--- src/rtl/rtc3w_pkg.sv ---
package rtc3w_pkg;

  typedef enum logic [1:0] {
    OP_OPEN  = 2'b00,
    OP_WRITE = 2'b01,
    OP_READ  = 2'b10,
    OP_CLOSE = 2'b11
  } op_e;

  typedef enum logic [2:0] {
    ST_IDLE,
    ST_QUIET,
    ST_CEUP,
    ST_PRE,
    ST_LOW,
    ST_RESP,
    ST_HOLD,
    ST_TAIL
  } st_e;

  typedef struct packed {
    logic ce;
    logic sclk;
    logic dir;
    logic dq;
  } lines_t;

endpackage

--- src/rtl/rtc3w_timer.sv ---
module rtc3w_timer #(
  parameter int CW = 6
) (
  input  logic          clk,
  input  logic          rst_n,
  input  logic          load,
  input  logic [CW-1:0] load_val,
  output logic          zero
);

  logic [CW-1:0] cnt_q, cnt_d;

  always_comb begin
    cnt_d = cnt_q;
    if (load)             cnt_d = load_val;
    else if (cnt_q != '0) cnt_d = cnt_q - 1'b1;
  end

  always_ff @(posedge clk or negedge rst_n) begin
    if (!rst_n) cnt_q <= '0;
    else        cnt_q <= cnt_d;
  end

  assign zero = (cnt_q == '0);

endmodule

--- src/rtl/rtc3w_shifter.sv ---
module rtc3w_shifter #(
  parameter int W = 8
) (
  input  logic         clk,
  input  logic         rst_n,
  input  logic         load,
  input  logic [W-1:0] load_val,
  input  logic         shift_en,
  input  logic         din,
  output logic         lsb,
  output logic         last,
  output logic [W-1:0] q
);

  localparam int IW = (W > 1) ? $clog2(W) : 1;

  logic [W-1:0]  sh_q, sh_d;
  logic [IW-1:0] idx_q, idx_d;

  always_comb begin
    sh_d  = sh_q;
    idx_d = idx_q;
    if (load) begin
      sh_d  = load_val;
      idx_d = '0;
    end else if (shift_en) begin
      sh_d  = {din, sh_q[W-1:1]};
      idx_d = idx_q + 1'b1;
    end
  end

  always_ff @(posedge clk or negedge rst_n) begin
    if (!rst_n) begin
      sh_q  <= '0;
      idx_q <= '0;
    end else begin
      sh_q  <= sh_d;
      idx_q <= idx_d;
    end
  end

  assign lsb  = sh_q[0];
  assign last = (idx_q == IW'(W - 1));
  assign q    = sh_q;

endmodule

--- src/rtl/rtc3w_pins.sv ---
module rtc3w_pins
  import rtc3w_pkg::*;
(
  input  logic   clk,
  input  logic   rst_n,
  input  logic   upd,
  input  lines_t nxt,
  output lines_t cur,
  output logic   oe
);

  lines_t ln_q;
  logic   oe_q;

  always_ff @(posedge clk or negedge rst_n) begin
    if (!rst_n) begin
      ln_q <= '0;
      oe_q <= 1'b1;
    end else if (upd) begin
      ln_q <= nxt;
      oe_q <= ~nxt.dir;
    end
  end

  assign cur = ln_q;
  assign oe  = oe_q;

endmodule

--- src/rtl/rtc3w_master.sv ---
module rtc3w_master
  import rtc3w_pkg::*;
#(
  parameter int T_CE   = 50,
  parameter int T_CLK  = 13,
  parameter int BYTE_W = 8
) (
  input  logic              clk,
  input  logic              rst_n,
  input  logic              req_valid,
  output logic              req_ready,
  input  logic [1:0]        req_op,
  input  logic [BYTE_W-1:0] req_data,
  output logic              rsp_valid,
  input  logic              rsp_ready,
  output logic [BYTE_W-1:0] rsp_data,
  output logic              rtc_ce,
  output logic              rtc_sclk,
  output logic              rtc_dir,
  output logic              rtc_dq_o,
  output logic              rtc_dq_oe,
  input  logic              rtc_dq_i
);

  localparam int MAXD = (T_CE > T_CLK) ? T_CE : T_CLK;
  localparam int CW   = $clog2(MAXD + 1);
  localparam logic [CW-1:0] LD_CE  = CW'(T_CE - 1);
  localparam logic [CW-1:0] LD_CLK = CW'(T_CLK - 1);

  st_e    st_q, st_d;
  logic   rd_q, rd_d;
  lines_t cur, pin_n;
  logic   pin_upd;
  logic   t_load, t_zero;
  logic [CW-1:0] t_val;
  logic   sh_load, sh_en, sh_lsb, sh_last;
  logic [BYTE_W-1:0] sh_val, sh_q;
  logic   accept;
  op_e    op;

  assign op        = op_e'(req_op);
  assign req_ready = (st_q == ST_IDLE) || (st_q == ST_HOLD);
  assign accept    = req_valid && req_ready;

  // Next-state process
  always_comb begin
    st_d    = st_q;
    rd_d    = rd_q;
    pin_n   = cur;
    pin_upd = 1'b0;
    t_load  = 1'b0;
    t_val   = LD_CLK;
    sh_load = 1'b0;
    sh_val  = req_data;
    sh_en   = 1'b0;
    unique case (st_q)
      ST_IDLE, ST_HOLD: begin
        if (accept) begin
          unique case (op)
            // open drives every line low first
            OP_OPEN: begin
              pin_n   = '0;
              pin_upd = 1'b1;
              t_load  = 1'b1;
              t_val   = LD_CE;
              sh_load = 1'b1;
              rd_d    = 1'b0;
              st_d    = ST_QUIET;
            end
            // write turns the line toward the device
            OP_WRITE: begin
              if (st_q == ST_HOLD) begin
                pin_n.dir = 1'b0;
                pin_upd   = 1'b1;
                t_load    = 1'b1;
                sh_load   = 1'b1;
                rd_d      = 1'b0;
                st_d      = ST_PRE;
              end
            end
            // read releases data and raises direction
            OP_READ: begin
              if (st_q == ST_HOLD) begin
                pin_n.dir = 1'b1;
                pin_n.dq  = 1'b0;
                pin_upd   = 1'b1;
                t_load    = 1'b1;
                sh_load   = 1'b1;
                sh_val    = '0;
                rd_d      = 1'b1;
                st_d      = ST_PRE;
              end
            end
            // close waits one clock interval
            OP_CLOSE: begin
              if (st_q == ST_HOLD) begin
                t_load = 1'b1;
                st_d   = ST_TAIL;
              end
            end
            default: ;
          endcase
        end
      end
      ST_QUIET: begin
        if (t_zero) begin
          pin_n.ce = 1'b1;
          pin_upd  = 1'b1;
          t_load   = 1'b1;
          t_val    = LD_CE;
          st_d     = ST_CEUP;
        end
      end
      ST_CEUP: begin
        if (t_zero) begin
          t_load = 1'b1;
          st_d   = ST_PRE;
        end
      end
      ST_PRE: begin
        if (t_zero) begin
          pin_n.sclk = 1'b0;
          if (!rd_q) pin_n.dq = sh_lsb;
          pin_upd = 1'b1;
          t_load  = 1'b1;
          st_d    = ST_LOW;
        end
      end
      ST_LOW: begin
        if (t_zero) begin
          pin_n.sclk = 1'b1;
          pin_upd    = 1'b1;
          sh_en      = 1'b1;
          if (sh_last) begin
            st_d = rd_q ? ST_RESP : ST_HOLD;
          end else begin
            t_load = 1'b1;
            st_d   = ST_PRE;
          end
        end
      end
      ST_RESP: begin
        if (rsp_ready) st_d = ST_HOLD;
      end
      ST_TAIL: begin
        if (t_zero) begin
          pin_n   = '0;
          pin_upd = 1'b1;
          st_d    = ST_IDLE;
        end
      end
      default: st_d = ST_IDLE;
    endcase
  end

  // Register process
  always_ff @(posedge clk or negedge rst_n) begin
    if (!rst_n) begin
      st_q <= ST_IDLE;
      rd_q <= 1'b0;
    end else begin
      st_q <= st_d;
      rd_q <= rd_d;
    end
  end

  rtc3w_timer #(.CW(CW)) u_timer (
    .clk      (clk),
    .rst_n    (rst_n),
    .load     (t_load),
    .load_val (t_val),
    .zero     (t_zero)
  );

  rtc3w_shifter #(.W(BYTE_W)) u_shift (
    .clk      (clk),
    .rst_n    (rst_n),
    .load     (sh_load),
    .load_val (sh_val),
    .shift_en (sh_en),
    .din      (rtc_dq_i),
    .lsb      (sh_lsb),
    .last     (sh_last),
    .q        (sh_q)
  );

  rtc3w_pins u_pins (
    .clk   (clk),
    .rst_n (rst_n),
    .upd   (pin_upd),
    .nxt   (pin_n),
    .cur   (cur),
    .oe    (rtc_dq_oe)
  );

  assign rtc_ce    = cur.ce;
  assign rtc_sclk  = cur.sclk;
  assign rtc_dir   = cur.dir;
  assign rtc_dq_o  = cur.dq;
  assign rsp_valid = (st_q == ST_RESP);
  assign rsp_data  = sh_q;

endmodule

--- config.mk ---
export PLATFORM = sky130hd
export DESIGN_NAME = rtc3w_master
export DESIGN_NICKNAME = d
export VERILOG_FILES = /design/src/rtl/rtc3w_pkg.sv /design/src/rtl/rtc3w_timer.sv /design/src/rtl/rtc3w_shifter.sv /design/src/rtl/rtc3w_pins.sv /design/src/rtl/rtc3w_master.sv
export SDC_FILE = /design/constraint.sdc
export NUM_CORES = 1
export LEC_CHECK = 0
export CORE_MARGIN = 2
export CORE_UTILIZATION = 25
export DETAILED_ROUTE_END_ITERATION = 7
export PLACE_DENSITY = 0.54
export SLEW_MARGIN = 20
export SYNTH_ARGS = -nofsm -noshare
export SYNTH_HDL_FRONTEND = slang
export SYNTH_SLANG_ARGS = --single-unit
--- constraint.sdc ---
create_clock -name clk -period 2.8 [get_ports clk]
set_input_delay 0.7 -clock clk [delete_from_list [all_inputs] [get_ports clk]]
set_output_delay 0.7 -clock clk [all_outputs]
set_load 0.02 [all_outputs]
==> results.py <==
metrics = {
    "run_status": {
        "status": "completed",
    },
    "sta": {
        "hold_ws_ps": 503,
        "rsz0062_at_grt": "no",
        "fin_crit_sh_pct": 91.1,
        "fin_worst_skew_ps": 3.69,
        "hold_viol_final": 0,
        "fmax_mhz": 392,
        "tightest_slew_ps": 911,
        "drv_slew": 0,
        "fin_setup_tns_ps": 0,
        "period_minus_slack_ps": 2550,
        "setup_viol": 0,
        "slew_headroom_pct": 38.5,
    },
    "cells_and_area": {
        "area_delta_synth_final_pct": 30.1,
        "nets": 249,
        "fin_util_pct": 33.1,
        "layout_commonest_cell": "clkdlybuf4s50_1",
        "multi_input_area_um2": 958,
        "fillCellCount": 728,
        "final_cell_mix": "clkdlybuf4s50_1, nand2_1, dfrtp_1, buf_4, a21oi_1",
        "drive_above_1_share_pct": 11.5,
        "n_antenna_cell": 0,
        "seq_area_um2": 652,
    },
    "critical_path": {
        "cp-start-kind": "input pin",
        "path_cells": "clkdlybuf4s50_1, inv_1, ha_1, or3b_4, a2111oi_4, a21oi_2, o21bai_1, mux2_4",
        "crit_type": "in -> reg",
        "crit_fanout": 2,
        "critical_path.slowest_cell": "clkdlybuf4s50_1",
        "cp.required_ps": 2970,
        "crit_path_end_kind": "flip-flop",
        "critPathMaxStageDelay_ps": 420,
        "arrival_ps": 2720,
    },
    "pwr": {
        "p_switching_w": 0.000191,
        "p_per_area_mw_per_mm2": 372,
        "swShare_pct": 23.1,
        "combPwrFrac_pct": 13.3,
        "ir_drop_uv": 287,
        "intPower_w": 0.000634,
        "p_leak_nw": 0.977,
        "pwr-share-seq_pct": 47.9,
        "p_clk_share_pct": 38.8,
    },
    "yosys": {
        "synthMuxAreaShare_pct": 2.06,
        "syn_area_mm2": 0.00170,
        "syn_nets": 213,
        "synth_top_area_share_pct": 36.7,
        "synth_top_family_by_area": "compound AO/OA/AOI/OAI gates",
        "synthAdderAreaFrac_pct": 5.14,
        "synth-simple-area-share_pct": 20.2,
        "synth-main-ff-cell": "dfrtp_1",
        "synth_seq_cells": 26,
        "synth_top_area_cell": "dfrtp_1",
        "postSynthAreaPerCell_um2": 8.92,
        "synth_compound_area_share_pct": 24.2,
        "synth_edf_count": 0,
        "synth_warnings": 0,
        "synth_cell_type_count": 50,
        "syn_inst": 191,
        "synth_area_leaders": "dfrtp_1, nand2_1, ha_1, a21oi_1, a221o_1",
        "async_reset_ff_share_pct": 100,
        "synth_xor_area_share_pct": 4.63,
        "ys_seq_area_share_pct": 38.3,
    },
    "die": {
        "start_util_pct": 25.5,
        "num_rows": 30,
        "chipHeight_um": 86.5,
        "die_w_um": 86.5,
        "io_pins": 30,
        "coreArea_mm2": 0.00668,
        "die-area_mm2": 0.00749,
    },
    "place": {
        "dp_hpwl_um": 3160,
        "place.gp.congestion": 0.865,
        "portBuffers": 29,
    },
    "global_routing": {
        "grt_max_degree": 27,
        "grt_pass1_vias": 1516,
        "grt_first_pass_wirelength_um": 7470,
        "track_usage_pct": 12.4,
        "antenna_found_initial": 0,
        "gr-total-overflow": 0,
    },
    "route": {
        "drcViolationCount": 0,
        "dr.pass1.iters": 4,
        "wl_per_cell_um": 14.2,
        "route.met3.wl_um": 138,
        "wl_met1_um": 2210,
        "finalWirelength_um": 4350,
        "via_per_inst": 4.99,
        "drt_iter0_markers": 98,
        "ant_nets": 0,
        "dr.max_layer_used": "met4",
        "wl_met2_um": 1990,
        "vias": 1526,
    },
    "clocking": {
        "cts_buffer_depth": 2,
        "cts_tree": "built",
        "clkSinkCount": 26,
        "cts_buffers": 3,
        "cts_resized": 0,
        "clkTransAtPathRegs_ps": 100,
        "post-cts-setup-buffers": 0,
        "clk_latency_ps": 280,
        "root_buffer": "clkbuf_8",
        "h-tree-depth": 1,
        "hold_buffers": 0,
    },
    "worst_hold_path": {
        "hold_class": "reg -> reg",
    },
    "run": {
        "cap_violations": 0,
    },
}
==> per-stage QoR <==
| stage | cells | total power [W] | worst slack (ps) | instance area, um^2 |
|---|---|---|---|---|
| after CTS | 306 | 0.000844 | 245 | 2210 |
| after global placement | 302 | 0.000513 | -0.308 | 2140 |
| after detailed placement | 302 | 0.000514 | -41.2 | 2140 |
| after floorplan | 191 | 0.000456 | 234 | 1700 |
| final | 306 | 0.000825 | 250 | 2210 |
| after global routing | 306 | 0.000870 | 83.4 | 2210 |
==> path summary, 6_finish.rpt <==
check                                  from             to  slack [ps]  cells after the start
hold reg to reg               u_pins.cur[3]  u_pins.cur[3]         500                      1
min in group asynchronous             rst_n  u_pins.cur[0]         780                      2
hold / removal                u_pins.cur[3]  u_pins.cur[3]         500                      1
setup / recovery                  req_op[0]  u_pins.cur[0]         250                      8
max in group asynchronous             rst_n      u_pins.oe        1700                      2
setup reg to reg           u_timer.cnt_q[0]   u_shift.q[5]         350                      7
==> worst max-delay path, delay by kind of cell <==
family,cells,cell delay [ps]
simple gates,1,400
mux,1,300
fa+ha+maj,1,170
compound gates,3,640
buf+inv,2,510
==> layer usage <==
| metal | track usage, % | up-vias |
|---|---|---|
| met5 | 0 | - |
| met4 | 2.27 | 0 |
| met3 | 2.10 | 2 |
| met2 | 19.0 | 30 |
| met1 | 18.5 | 729 |
| li1 | - | 765 |
==> synthesized netlist by cell type (2+ instances only) <==
cell type	instances
a221o_1	7
inv_1	8
buf_2	5
nor3_1	8
buf_1	2
ha_1	7
mux2i_1	2
nand2_1	25
a21oi_1	14
o22ai_1	4
o21ai_0	10
and3_1	8
nand2b_1	3
clkbuf_1	4
xor2_1	4
nor2_1	13
buf_4	2
dfrtp_1	25
nor2b_1	2
xnor2_1	5
a31oi_1	4
==> logic make-up after synthesis <==
family | after synthesis
adder cells (fa/ha/maj) | 7
buffers and inverters | 21
XOR/XNOR | 9
AO/OA/AOI/OAI | 56
AND/OR/NAND/NOR | 69
flip-flops | 26
multiplexers | 3
==> layout make-up <==
type,instances,area share [%]
Sequential cell,26,29.4
Clock buffer,3,1.86
Inverter,8,1.36
Clock inverter,1,1.36
Timing Repair Buffer,44,18.2
Tap cell,80,4.52
Multi-Input combinational cell,144,43.3
==> power by group through the flow <==
stage | clock, W | combinational [W] | sequential (W)
2_1_floorplan | 0 | 0.0000505 | 0.000406
3_3_place_gp | 0 | 0.000111 | 0.000402
3_5_place_dp | 0 | 0.000111 | 0.000402
4_1_cts | 0.000337 | 0.000112 | 0.000395
5_1_grt | 0.000349 | 0.000123 | 0.000397
6_report | 0.000320 | 0.000110 | 0.000395
==> sequential cells by signal (all words and copies together) (netlist names) <==
register,flops
rd_q,1
u_timer.cnt_q,6
u_pins.oe,1
st_q,3
u_shift.q,8
u_pins.cur,4
u_shift.idx_q,3
Note: power is estimated with default switching activity, not from simulation.
